$ cat src/rtl/rstseq_pkg.sv
package rstseq_pkg;

    // Sequencer phases
    typedef enum logic [1:0] {
        PH_ASSERT,
        PH_STRETCH,
        PH_HOLD,
        PH_RUN
    } phase_e;

    // Registered output pins
    typedef struct packed {
        logic cpu_rst_n;
        logic strap_oe;
        logic strap_n;
    } pins_t;

    localparam int SETUP_MIN = 4;
    localparam int HOLD_MIN  = 2;
    localparam int HOLD_MAX  = 20;

    localparam pins_t PINS_RESET = '{cpu_rst_n: 1'b0, strap_oe: 1'b1, strap_n: 1'b0};

    function automatic int cnt_width(input int a, input int b);
        int m;
        m = (a > b) ? a : b;
        return $clog2(m + 1);
    endfunction

endpackage

$ cat src/rtl/rstseq_downcnt.sv
module rstseq_downcnt #(
    parameter int W = 8
) (
    input  logic         clk,
    input  logic         load,
    input  logic [W-1:0] load_val,
    input  logic         dec,
    output logic         zero
);
    logic [W-1:0] q;

    always_ff @(posedge clk) begin
        if (load)
            q <= load_val;
        else if (dec)
            q <= q - W'(1);
    end

    assign zero = (q == '0);
endmodule

$ cat src/rtl/rstseq_ctrl.sv
module rstseq_ctrl
    import rstseq_pkg::*;
#(
    parameter int STRETCH_CYCLES = 200000,
    parameter int HOLD_CYCLES    = 10,
    parameter int W              = 18
) (
    input  logic         clk,
    input  logic         sys_rst,
    input  logic         cnt_zero,
    output logic         cnt_load,
    output logic [W-1:0] cnt_val,
    output logic         cnt_dec,
    output pins_t        pins
);
    phase_e phase;
    logic   in_stretch;

    assign in_stretch = (phase == PH_ASSERT) || (phase == PH_STRETCH);

    // Counter control: the stretch count loads in reset, the hold count loads at release
    always_comb begin
        cnt_load = sys_rst || (in_stretch && cnt_zero);
        cnt_val  = sys_rst ? W'(STRETCH_CYCLES - 1) : W'(HOLD_CYCLES - 1);
        cnt_dec  = !cnt_load && !cnt_zero;
    end

    always_ff @(posedge clk) begin
        if (sys_rst) begin
            phase <= PH_ASSERT;
            pins  <= PINS_RESET;
        end else begin
            case (phase)
                PH_ASSERT, PH_STRETCH: begin
                    if (cnt_zero) begin
                        phase          <= PH_HOLD;
                        pins.cpu_rst_n <= 1'b1;
                    end else begin
                        phase <= PH_STRETCH;
                    end
                end
                PH_HOLD: begin
                    if (cnt_zero) begin
                        phase         <= PH_RUN;
                        pins.strap_oe <= 1'b0;
                        pins.strap_n  <= 1'b1;
                    end
                end
                default: phase <= PH_RUN;
            endcase
        end
    end

    // Checker state: cycles seen with reset released and strap still driven
    logic [4:0] hold_seen;
    always_ff @(posedge clk) begin
        if (sys_rst)
            hold_seen <= '0;
        else if (pins.cpu_rst_n && pins.strap_oe && hold_seen != 5'd31)
            hold_seen <= hold_seen + 5'd1;
    end

    // the strap is driven low while processor reset is low
    a_r3_strap_in_reset: assert property (@(posedge clk) disable iff (sys_rst)
        !pins.cpu_rst_n |-> (pins.strap_oe && !pins.strap_n));

    // a released strap carries a high drive value
    a_r8_release_value: assert property (@(posedge clk) disable iff (sys_rst)
        !pins.strap_oe |-> pins.strap_n);

    // release is sticky while the system reset stays low
    a_r7_rst_sticky: assert property (@(posedge clk) disable iff (sys_rst)
        pins.cpu_rst_n |=> pins.cpu_rst_n);

    // a released strap stays released
    a_r7_oe_sticky: assert property (@(posedge clk) disable iff (sys_rst)
        !pins.strap_oe |=> !pins.strap_oe);

    // the strap was already driven several cycles before release
    a_r4_setup: assert property (@(posedge clk) disable iff (sys_rst)
        $rose(pins.cpu_rst_n) |-> ($past(pins.strap_oe, 1) && $past(pins.strap_oe, 4)));

    // the strap floats only after exactly the hold count of released cycles
    a_r5_hold_len: assert property (@(posedge clk) disable iff (sys_rst)
        $fell(pins.strap_oe) |-> (pins.cpu_rst_n && hold_seen == 5'(HOLD_CYCLES)));
endmodule

$ cat src/rtl/rstseq_top.sv
module rstseq_top
    import rstseq_pkg::*;
#(
    parameter int STRETCH_CYCLES = 200000,
    parameter int HOLD_CYCLES    = 10
) (
    input  logic clk,
    input  logic sys_rst,
    output logic cpu_rst_n,
    output logic strap_n,
    output logic strap_oe
);
    localparam int W = cnt_width(STRETCH_CYCLES, HOLD_CYCLES);

    // Elaboration checks on the timing parameters
    if (HOLD_CYCLES < HOLD_MIN || HOLD_CYCLES > HOLD_MAX) begin : g_bad_hold
        $error("HOLD_CYCLES out of range");
    end
    if (STRETCH_CYCLES <= SETUP_MIN) begin : g_bad_stretch
        $error("STRETCH_CYCLES must exceed the strap setup");
    end

    logic         cnt_load;
    logic         cnt_dec;
    logic         cnt_zero;
    logic [W-1:0] cnt_val;
    pins_t        pins;

    rstseq_ctrl #(
        .STRETCH_CYCLES(STRETCH_CYCLES),
        .HOLD_CYCLES   (HOLD_CYCLES),
        .W             (W)
    ) u_ctrl (
        .clk     (clk),
        .sys_rst (sys_rst),
        .cnt_zero(cnt_zero),
        .cnt_load(cnt_load),
        .cnt_val (cnt_val),
        .cnt_dec (cnt_dec),
        .pins    (pins)
    );

    rstseq_downcnt #(.W(W)) u_cnt (
        .clk     (clk),
        .load    (cnt_load),
        .load_val(cnt_val),
        .dec     (cnt_dec),
        .zero    (cnt_zero)
    );

    assign cpu_rst_n = pins.cpu_rst_n;
    assign strap_n   = pins.strap_n;
    assign strap_oe  = pins.strap_oe;
endmodule

$ cat config.mk
export PLATFORM = sky130hd
export DESIGN_NAME = rstseq_top
export DESIGN_NICKNAME = d
export VERILOG_FILES = /design/src/rtl/rstseq_pkg.sv /design/src/rtl/rstseq_downcnt.sv /design/src/rtl/rstseq_ctrl.sv /design/src/rtl/rstseq_top.sv
export SDC_FILE = /design/constraint.sdc
export NUM_CORES = 1
export LEC_CHECK = 0
export BUFFER_PORTS_ARGS = -buffer_cell sky130_fd_sc_hd__buf_2
export CELL_PAD_IN_SITES_DETAIL_PLACEMENT = 0
export CELL_PAD_IN_SITES_GLOBAL_PLACEMENT = 1
export CORE_MARGIN = 2
export CORE_UTILIZATION = 43
export CTS_CLUSTER_SIZE = 40
export DETAILED_ROUTE_END_ITERATION = 8
export GPL_TIMING_DRIVEN = 0
export PLACE_DENSITY = 0.74
export SLEW_MARGIN = 20
export SYNTH_ARGS = -nofsm -noshare
export SYNTH_HDL_FRONTEND = slang
export SYNTH_SLANG_ARGS = --single-unit
export TNS_END_PERCENT = 1
$ cat constraint.sdc
create_clock -name clk -period 2.5 [get_ports clk]
set_clock_uncertainty 0.15 [all_clocks]
set_input_delay 0.125 -clock clk [delete_from_list [all_inputs] [get_ports clk]]
set_output_delay 0.125 -clock clk [all_outputs]
set_load 0.05 [all_outputs]
==> flow_summary.toml <==
[critical_path]
crit_type = "flip-flop to flip-flop"
reg2reg_from = "u_cnt.q[5]"
worst-path-buf-inv = 0
cp-end-kind = "flip-flop"
crit_required_ns = 2.40
cp_max_fo = 5
arrival_ns = 2.29
path_cells = "or4_1, or3_1, o41ai_1, a221oi_1"
path_delay_family = "simple AND/OR/NAND/NOR gates"
critPathLaunchType = "flip-flop"
slowest_delay_ns = 0.63
cp_slowest_cell = "or4_1"
crit_path_start = "u_cnt.q[5]"

[global_routing]
overflow = 0
grt_max_degree = 19
antenna_found_initial = 0
grt_pass1_vias = 842
grt.total_usage_pct = 16.1
grt_pass1_wl_mm = 4.05

[power]
p_leak_uw = 0.000470
powerDensity_mw_per_mm2 = 459
vdd_drop_max_mv = 0.292

[logic_synthesis]
synth_top_family_by_area = "simple AND/OR/NAND/NOR gates"
ys_seq_area_share_pct = 51.7
netlist_instances = 113
yosys.area_share.simple_pct = 24.0
yosysWarnings = 0
synth-seq-cells = 23
synth_compound_area_share_pct = 13.6
yosys.cell_types.count = 36
yosys.area_share.adder_pct = 2.02
async_reset_ff_share_pct = 0
synthFlopType = "edfxtp_1"
synth_mux_area_share_pct = 0
synthXorXnorAreaFrac_pct = 7.06
synth.cell_area_mm2 = 0.00124
syn_avg_cell_area_um2 = 11.0
synth_edf_count = 18
syn_nets = 117

[floorplan]
die_w_um = 57.7
coreArea_mm2 = 0.00276
row_count = 19
start_util_pct = 45.0
fp.dieArea_mm2 = 0.00333
die_h_um = 57.7
io_pins = 5

[sta]
hold_viol = 0
fmax_mhz = 419
tightest_slew_ns = 0.517
finalCriticalPeriod_ns = 2.39
report.final.slew_viol_count = 0
tns_ns = 0
rsz0062_at_grt = "false"
slew_headroom_pct = 65.4
fin_crit_sh_pct = 95.5
finalSetupViolations = 0

[finish]
final_cell_mix = "18 x edfxtp_1, 14 x nor2_1, 7 x o21bai_1"
fin_nets = 127
syn_to_final_growth_pct = 10.7
drive_gt1_share_pct = 17.2
antenna_cells = 0
final_common_cell = "edfxtp_1"
ff_latch_area_um2 = 641
fill_cells = 250
fin_cells = 153
final_util_pct = 49.8
multi_input_area_um2 = 614

[route]
avgRoutedWirePerCell_um = 15.4
routed_wl_mm = 2.36
drt-vias-per-instance = 5.71
drt_iter0_drc = 33
postRouteAntennaNets = 0
drc = 0
vias = 874
dr.pass1.iters = 4

[place]
placed_cells = 148
dpl.hpwl_mm = 1.64
gp_congestion = 0.745
io_buffers = 4

[min_path]
hp-class = "flip-flop to flip-flop"
worstHoldStart = "u_ctrl.pins[0]"

[clocking]
clockRootBuffer = "clkbuf_4"
cts_tree = "yes"
htree_levels = 1
worstSkewPairLatency_ns = 0.31
cts_buffers = 3
clock-sinks = 23
clk_pin_slew_worst_paths_ns = 0.13
cts_max_path_buffers = 2

[run_status]
status = "finished, final reports clean"

[run]
cap_violations = 0
[cells in the mapped netlist, drive strengths merged, types with 2 or more instances]
| cell | instances | area, um2 |
|---|---|---|
| o21ai | 2 | 10.0 |
| a21oi | 6 | 30.0 |
| ha | 2 | 25.0 |
| nand2 | 2 | 7.51 |
| nand3 | 3 | 15.0 |
| a21o | 2 | 15.0 |
| or2 | 4 | 25.0 |
| or4 | 3 | 22.5 |
| inv | 3 | 11.3 |
| dfxtp | 5 | 100 |
| xor2 | 5 | 43.8 |
| or3 | 5 | 46.3 |
| edfxtp | 18 | 541 |
| o21bai | 7 | 52.6 |
| nor4b | 3 | 32.5 |
| xnor2 | 5 | 43.8 |
| nor2 | 14 | 52.6 |
| o41ai | 3 | 26.3 |
| nand2b | 2 | 12.5 |
| nor3 | 6 | 30.0 |
[state kept, by name, summed over array words and instances, names as in the netlist]
name	flops
u_cnt.q	18
u_ctrl.pins	3
u_ctrl.phase	2
[per-stage QoR]
step           area (um2)  setup WS (ns)  hold WS (ns)  power [uW]
2_1_floorplan        1240          0.153        0.0610         453
3_3_place_gp         1300         -0.287         0.257         462
3_5_place_dp         1300         -0.311         0.259         463
4_1_cts              1350        0.00103         0.313         636
5_1_grt              1370         0.0163         0.332         654
6_report             1370          0.112         0.312         630
[power by group]
| group | switching, uW | internal (uW) |
|---|---|---|
| combinational | 16.1 | 15.2 |
| clock | 111 | 62.2 |
| sequential | 9.68 | 416 |
[layout make-up]
| class | instances | share of cell area, % |
|---|---|---|
| flip-flops and latches | 23 | 46.7 |
| multi-input cells | 85 | 44.8 |
| well taps | 31 | 2.83 |
| repair buffers | 5 | 2.19 |
| clock buffers | 4 | 1.91 |
| plain buffers | 2 | 0.820 |
| inverters | 3 | 0.820 |
[worst paths after layout]
kind / endpoint / slack, ns / cells after the start
min reg2reg: u_ctrl.pins[0] / 0.31 / 2
max reg2reg: u_cnt.q[17] / 0.11 / 4
max: u_cnt.q[17] / 0.11 / 4
min: u_ctrl.pins[0] / 0.31 / 2
[kinds of logic (layout without fill, tap and decap cells)]
family | after synthesis | in the layout
simple gates | 49 | 49
compound gates | 24 | 24
buf+inv | 5 | 14
xor+xnor | 10 | 10
flops | 23 | 23
fa+ha+maj | 2 | 2
[metal layers]
metal | global-route usage, % | up-vias | wire length, um
met5 | 0 | - | 0
met4 | 5.98 | 0 | 18
met3 | 2.01 | 2 | 32
met2 | 23.7 | 3 | 1080
met1 | 24.4 | 414 | 1230
li1 | - | 455 | -
[worst register-to-register path, delay by kind of cell, from the launching register on]
kind             cells  cell delay (ns)
AND/OR/NAND/NOR      2             1.07
flip-flops           1             0.47
AO/OA/AOI/OAI        2             0.45
[repair_timing]
action,CTS,global route
hold buffers,1,0
resized for setup,3,6
endpoints found under the hold margin,1,0
endpoints found under the setup margin,18,19
setup buffers,0,0
cloned,0,0
No activity file was read; power rests on OpenSTA's default activity.
